**src/rtl/bfly_pkg.sv**
```systemverilog
package bfly_pkg;

  // Relative address: bit i selects the edge taken in stage i.
  function automatic int unsigned route_tag(int unsigned src, int unsigned dst);
    return src ^ dst;
  endfunction

  // 1 when the packet takes the cross edge in stage stg.
  function automatic logic steer_cross(int unsigned tag, int unsigned stg);
    return logic'((tag >> stg) & 1);
  endfunction

  // Upper packet heads to port up_cross, lower packet heads to port !dn_cross;
  // they meet on one port exactly when the two steering bits differ.
  function automatic logic lanes_clash(logic up_cross, logic dn_cross);
    return up_cross ^ dn_cross;
  endfunction

endpackage

```
**src/rtl/bfly_switch.sv**
```systemverilog
module bfly_switch #(
  parameter int AW  = 3,
  parameter int DW  = 16,
  parameter int STG = 0
) (
  input  logic          up_vld,
  input  logic [AW-1:0] up_src,
  input  logic [AW-1:0] up_dst,
  input  logic [DW-1:0] up_dat,
  input  logic          dn_vld,
  input  logic [AW-1:0] dn_src,
  input  logic [AW-1:0] dn_dst,
  input  logic [DW-1:0] dn_dat,
  output logic          p0_vld,
  output logic [AW-1:0] p0_src,
  output logic [AW-1:0] p0_dst,
  output logic [DW-1:0] p0_dat,
  output logic          p1_vld,
  output logic [AW-1:0] p1_src,
  output logic [AW-1:0] p1_dst,
  output logic [DW-1:0] p1_dat,
  output logic          up_to_hi,
  output logic          clash,
  output logic          dn_lost
);
  import bfly_pkg::*;

  logic up_x, dn_x, dn_ok, dn_to_hi;

  always_comb begin
    up_x     = steer_cross(route_tag(32'(up_src), 32'(up_dst)), STG);
    dn_x     = steer_cross(route_tag(32'(dn_src), 32'(dn_dst)), STG);
    up_to_hi = up_x;
    dn_to_hi = ~dn_x;
    clash    = up_vld & dn_vld & lanes_clash(up_x, dn_x);
    dn_lost  = clash;
    dn_ok    = dn_vld & ~clash;
  end

  always_comb begin
    p0_vld = 1'b0; p0_src = '0; p0_dst = '0; p0_dat = '0;
    p1_vld = 1'b0; p1_src = '0; p1_dst = '0; p1_dat = '0;
    if (dn_ok && !dn_to_hi) begin
      p0_vld = 1'b1; p0_src = dn_src; p0_dst = dn_dst; p0_dat = dn_dat;
    end
    if (dn_ok && dn_to_hi) begin
      p1_vld = 1'b1; p1_src = dn_src; p1_dst = dn_dst; p1_dat = dn_dat;
    end
    if (up_vld && !up_to_hi) begin
      p0_vld = 1'b1; p0_src = up_src; p0_dst = up_dst; p0_dat = up_dat;
    end
    if (up_vld && up_to_hi) begin
      p1_vld = 1'b1; p1_src = up_src; p1_dst = up_dst; p1_dat = up_dat;
    end
  end

endmodule

```
**src/rtl/bfly_stage.sv**
```systemverilog
module bfly_stage #(
  parameter int N   = 8,
  parameter int AW  = 3,
  parameter int DW  = 16,
  parameter int STG = 0
) (
  input  logic                   clk,
  input  logic                   rst_n,
  input  logic [N-1:0]           vld_i,
  input  logic [N-1:0][AW-1:0]   src_i,
  input  logic [N-1:0][AW-1:0]   dst_i,
  input  logic [N-1:0][DW-1:0]   dat_i,
  input  logic [N-1:0]           drp_i,
  output logic [N-1:0]           vld_o,
  output logic [N-1:0]           drp_o,
  output logic [N-1:0][AW-1:0]   src_o,
  output logic [N-1:0][AW-1:0]   dst_o,
  output logic [N-1:0][DW-1:0]   dat_o
);
  localparam int NSW = N / 2;
  localparam logic [N-1:0] ONE = N'(1);

  logic [N-1:0]          vld_n;
  logic [N-1:0][AW-1:0]  src_n, dst_n;
  logic [N-1:0][DW-1:0]  dat_n;
  logic [NSW-1:0][N-1:0] lost_mask;
  logic [NSW-1:0]        sw_clash, sw_up_hi;
  logic [N-1:0]          lost_any;

  for (genvar k = 0; k < NSW; k++) begin : g_sw
    localparam int LO = ((k >> STG) << (STG + 1)) | (k & ((1 << STG) - 1));
    localparam int HI = LO + (1 << STG);
    logic dn_lost;

    bfly_switch #(.AW(AW), .DW(DW), .STG(STG)) i_sw (
      .up_vld(vld_i[LO]), .up_src(src_i[LO]), .up_dst(dst_i[LO]), .up_dat(dat_i[LO]),
      .dn_vld(vld_i[HI]), .dn_src(src_i[HI]), .dn_dst(dst_i[HI]), .dn_dat(dat_i[HI]),
      .p0_vld(vld_n[LO]), .p0_src(src_n[LO]), .p0_dst(dst_n[LO]), .p0_dat(dat_n[LO]),
      .p1_vld(vld_n[HI]), .p1_src(src_n[HI]), .p1_dst(dst_n[HI]), .p1_dat(dat_n[HI]),
      .up_to_hi(sw_up_hi[k]), .clash(sw_clash[k]), .dn_lost(dn_lost)
    );

    assign lost_mask[k] = dn_lost ? (ONE << src_i[HI]) : '0;


    upper_wins_lo_chk: assert property (@(posedge clk) disable iff (!rst_n)
      (sw_clash[k] && !sw_up_hi[k]) |=> (vld_o[LO] && src_o[LO] == $past(src_i[LO])));

    upper_wins_hi_chk: assert property (@(posedge clk) disable iff (!rst_n)
      (sw_clash[k] && sw_up_hi[k]) |=> (vld_o[HI] && src_o[HI] == $past(src_i[LO])));
  end

  always_comb begin
    lost_any = '0;
    for (int k = 0; k < NSW; k++) lost_any |= lost_mask[k];
  end

  always_ff @(posedge clk) begin
    if (!rst_n) begin
      vld_o <= '0;
      drp_o <= '0;
      src_o <= '0;
      dst_o <= '0;
      dat_o <= '0;
    end else begin
      vld_o <= vld_n;
      drp_o <= drp_i | lost_any;
      src_o <= src_n;
      dst_o <= dst_n;
      dat_o <= dat_n;
    end
  end

  // every packet entering the stage leaves it either live or flagged
  packet_conserve_chk: assert property (@(posedge clk) disable iff (!rst_n)
    ($countones(vld_o) + $countones(drp_o)) ==
      $past($countones(vld_i) + $countones(drp_i)));

endmodule

```
**src/rtl/bfly_net.sv**
```systemverilog
module bfly_net #(
  parameter int NLOG = 3,
  parameter int DW   = 16
) (
  input  logic                       clk,
  input  logic                       rst_n,
  input  logic [(1<<NLOG)-1:0]       in_vld,
  input  logic [(1<<NLOG)-1:0][NLOG-1:0] in_dst,
  input  logic [(1<<NLOG)-1:0][DW-1:0]   in_dat,
  output logic [(1<<NLOG)-1:0]       out_vld,
  output logic [(1<<NLOG)-1:0][NLOG-1:0] out_src,
  output logic [(1<<NLOG)-1:0][DW-1:0]   out_dat,
  output logic [(1<<NLOG)-1:0]       drop_flag
);
  localparam int N  = 1 << NLOG;
  localparam int AW = NLOG;

  logic [NLOG:0][N-1:0]          b_vld, b_drp;
  logic [NLOG:0][N-1:0][AW-1:0]  b_src, b_dst;
  logic [NLOG:0][N-1:0][DW-1:0]  b_dat;

  always_comb begin
    b_vld[0] = in_vld;
    b_drp[0] = '0;
    b_dst[0] = in_dst;
    b_dat[0] = in_dat;
    for (int s = 0; s < N; s++) b_src[0][s] = AW'(s);
  end

  for (genvar st = 0; st < NLOG; st++) begin : g_stage
    bfly_stage #(.N(N), .AW(AW), .DW(DW), .STG(st)) i_stage (
      .clk(clk), .rst_n(rst_n),
      .vld_i(b_vld[st]), .src_i(b_src[st]), .dst_i(b_dst[st]),
      .dat_i(b_dat[st]), .drp_i(b_drp[st]),
      .vld_o(b_vld[st+1]), .drp_o(b_drp[st+1]), .src_o(b_src[st+1]),
      .dst_o(b_dst[st+1]), .dat_o(b_dat[st+1])
    );
  end

  assign out_vld   = b_vld[NLOG];
  assign out_src   = b_src[NLOG];
  assign out_dat   = b_dat[NLOG];
  assign drop_flag = b_drp[NLOG];

  for (genvar p = 0; p < N; p++) begin : g_chk

    arrival_port_chk: assert property (@(posedge clk) disable iff (!rst_n)
      out_vld[p] |-> (b_dst[NLOG][p] == AW'(p)));

    no_deliver_and_drop_chk: assert property (@(posedge clk) disable iff (!rst_n)
      out_vld[p] |-> !drop_flag[out_src[p]]);
  end

endmodule

```
**config.mk**
```make
export PLATFORM = sky130hd
export DESIGN_NAME = bfly_net
export DESIGN_NICKNAME = d
export VERILOG_FILES = /design/src/rtl/bfly_pkg.sv /design/src/rtl/bfly_switch.sv /design/src/rtl/bfly_stage.sv /design/src/rtl/bfly_net.sv
export SDC_FILE = /design/constraint.sdc
export NUM_CORES = 1
export LEC_CHECK = 0
export BUFFER_PORTS_ARGS = -buffer_cell sky130_fd_sc_hd__buf_2
export CAP_MARGIN = 20
export CORE_AREA = 2 2 231 233
export DETAILED_ROUTE_END_ITERATION = 8
export DIE_AREA = 0 0 233 235
export MAX_ROUTING_LAYER = met4
export SLEW_MARGIN = 20
export SYNTH_ARGS = -nofsm -noshare
export SYNTH_HDL_FRONTEND = slang
export SYNTH_SLANG_ARGS = --single-unit
export TNS_END_PERCENT = 30
```
**constraint.sdc**
```tcl
create_clock -name clk -period 1.9 [get_ports clk]
set_input_delay 0.38 -clock clk [delete_from_list [all_inputs] [get_ports clk]]
set_output_delay 0.38 -clock clk [all_outputs]
set_load 0.005 [all_outputs]
```
==> results by group <==
Logic synthesis
  – Synth area leader: dfxtp_1
  – Synthesized area per cell: 9.821 um2
  – Synthesized area: 18190 um2
  – Top post-synthesis cells by area: dfxtp_1 55%, a22oi_1 7.6%, buf_4 6.9%
  – Ys Warns: 0
  – Synth cell count leaders: 504 x dfxtp_1, 226 x nand2_1, 215 x nor2_1
  – Synthesized instance count: 1852
  – Yosys cell types: 56
  – Sequential share of the synthesized area: 55.47%
  – Ys flop type: dfxtp_1
  – Most common cell in the netlist: dfxtp_1
  – Yosys top cell area share: 55.47%
  – Post-synth EDFFs: 0
  – Async set-reset flop share out of synthesis: 0%
  – Flops & latches, synth: 504

Worst setup path
  – CP max stage cell: nor2_2
  – CP startpoint: g_stage[0].i_stage.dst_o[1]
  – Worst path buffer plus inverter count: 0
  – Worst-path maximum fanout: 18
  – Reg2reg path depth: 4
  – FF-to-FF End: g_stage[1].i_stage.dat_o[9]
  – R2r setup slk: 0.17 ns
  – Critical Path RT: 2.41 ns
  – Crit path max-delay family: simple AND/OR/NAND/NOR gates
  – Worst reg2reg startpoint: g_stage[0].i_stage.dst_o[1]
  – Worst stage delay on the critical path: 0.62 ns
  – CP Launch Type: register
  – Crit. path cell count: 4
  – Crit path capture type: register
  – Crit path DAT: 2.24 ns
  – Type of the worst setup path: reg2reg
  – CP Cell Sequence: nor2b_1 -> nor2_2 -> a22oi_1 -> nor2_1

Place
  – DP Cell Count: 2665
  – Dpl cell area: 19620 um2
  – Input/output buffers: 329
  – Dpl hpwl: 48510 um
  – Post-Place Setup Slack: 0.02866 ns
  – Placer Congestion: 0.9123

STA
  – Worst slew pin tran: 1.067 ns
  – Worst setup margin: 0.1672 ns
  – Final hold slack: 0.03783 ns
  – Setup TNS: 0 ns
  – Final min period: 1.733 ns
  – RSZ-0062 raised after global routing: false
  – Max-slew violation count: 0
  – Hold Violations, Final: 0
  – Max-slew headroom: 28.90%
  – F_max: 0.5771 GHz
  – Final setup violation count: 0
  – Worst Skew: 0.02011 ns
  – Crit share post-route: 91.20%

Cells and area
  – Area of the multi-input gates: 6228 um2
  – Fillers: 5130
  – Design area: 21480 um2
  – Finished Core Util: 41.11%
  – Layout cells sized above 1: 25.36%
  – Filler-free cell count of the finished design: 2760
  – Count of nets after finishing: 2193
  – Storage element area: 10090 um2
  – Area grow syn2layout: 18.07%

Clock network
  – Cts bufs inserted: 52
  – Clock slew at reported path FFs: 0.07 ns
  – Worst-skew pair later-pin latency: 0.59 ns
  – H-tree Lvls: 2
  – Max clock buf depth: 3
  – Number of clock sinks: 504
  – Setup bufs post-CTS: 0
  – Root buf cell: clkbuf_16
  – CTS tree: done

Floorplan
  – Ports: 330
  – Die H: 235 um
  – Core area: 52240 um2
  – Die area: 54760 um2
  – Row count: 84
  – Initial Util: 34.82%
  – Die width: 233 um

Detailed routing
  – WL met1: 28290 um
  – WL final: 63780 um
  – Antenna Nets Post-Route: 0
  – WL/cell: 23.11 um
  – First drt pass iteration count: 6
  – DR DRC count: 0
  – Top layer reached by signal wires: met4
  – Vias per std cell: 5.271
  – Met3 wire len: 4584 um
  – DR iter-0 viols: 1549
  – Wire length on met2: 29160 um
  – Total number of vias: 14550

Global route
  – First-pass GRT wire length: 91160 um
  – Gr usage total: 23.18%
  – Largest net degree at the start of global routing: 85
  – Initial antenna violation count: 2
  – Vias in the first global route: 13940
  – Grt total ovfl: 0

Hold path
  – HP Start: in_dat[68]
  – Hold EP: g_stage[0].i_stage.dat_o[84]
  – Hold Crit Class: in2reg
  – Worst Hold Depth: 2

Pwr
  – Design Power: 23.32 mW
  – Cell Pwr Density: 1086 nW/um2
  – VDD IR max: 0.6364 mV
  – LEAKAGE: 8.959 nW

Run
  – Max cap viols: 0

Status
  – Status: completed
metal layers:
| layer | global-route usage, % | vias up |
|---|---|---|
| met5 | - | - |
| met3 | 3.167 | 93 |
| met2 | 35.56 | 711 |
| li1 | - | 6671 |
| met4 | 6.736 | 0 |
| met1 | 31.77 | 7073 |
layout by cell type (no fill, tap or decap), types with 4 or more instances in the layout:
cell	synthesis	final
dfxtp_1	504	504
buf_2	98	328
nand2_1	226	226
nor2_1	215	215
a22oi_1	184	184
a21oi_1	110	110
a32o_1	76	76
buf_4	167	74
a22o_1	71	71
clkbuf_16	0	53
and2_1	16	16
nor2b_1	16	15
and3_1	11	11
inv_1	12	11
clkbuf_1	19	11
xnor2_1	10	10
nand3_1	10	10
bufinv_16	0	10
buf_12	0	10
nor3_1	9	9
nand2b_1	8	8
nor3b_1	12	8
clkbuf_8	0	7
nor3b_2	2	6
nand4_1	6	6
o41a_1	6	6
clkinv_2	0	6
xor2_1	5	5
nor2_2	5	5
o22ai_1	4	4
clkinvlp_4	0	4
worst register-to-register path, stage by stage (launching register included):
cell     delay [ns]
dfxtp_1        0.49
nor2b_1        0.12
nor2_2         0.62
a22oi_1        0.24
nor2_1         0.19
where the power goes:
part / total (mW) / switching (mW) / internal, mW / leakage, nW
Sequential: 11.0 / 0.236 / 10.8 / 4.09
Clock: 11.0 / 4.26 / 6.75 / 0.892
Combinational: 1.27 / 0.816 / 0.458 / 3.98
what timing repair did:
action                     4_1_cts  5_1_grt
gates resized for setup          0        1
setup endpoints to repair        0        6
hold buffers                     0        0
final cells by class:
type | count | area share, %
inverters | 12 | 0.2330
repair buffers | 412 | 11.16
well taps | 688 | 4.008
flip-flops and latches | 504 | 46.98
multi-input cells | 1049 | 29.00
diodes | 2 | 0.02330
clock buffers | 71 | 6.817
clock inverters | 22 | 1.771
worst max-delay path by stage:
stage,slack (ns),end
2_1_floorplan,0.56,g_stage[0].i_stage.dat_o[54]
3_5_place_dp,0.03,g_stage[2].i_stage.dat_o[102]
5_1_grt,0.08,g_stage[1].i_stage.dat_o[9]
4_1_cts,0.01,g_stage[2].i_stage.dat_o[102]
6_report,0.17,g_stage[1].i_stage.dat_o[9]
3_3_place_gp,0.08,g_stage[2].i_stage.dat_o[102]
logic make-up after synthesis:
logic type | Yosys count | synth area share (%)
AO/OA/AOI/OAI | 469 | 19.56
XOR/XNOR | 16 | 0.8117
flip-flops | 504 | 55.47
AND/OR/NAND/NOR | 562 | 13.70
buffers and inverters | 300 | 10.44
other | 1 | 0.02062
flip-flops by register name (all words and copies together) (netlist names):
name                   cells
g_stage.i_stage.src_o     54
g_stage.i_stage.dat_o    384
g_stage.i_stage.vld_o     22
g_stage.i_stage.dst_o     24
g_stage.i_stage.drp_o     20
Note: power is estimated with default switching activity, not from simulation.
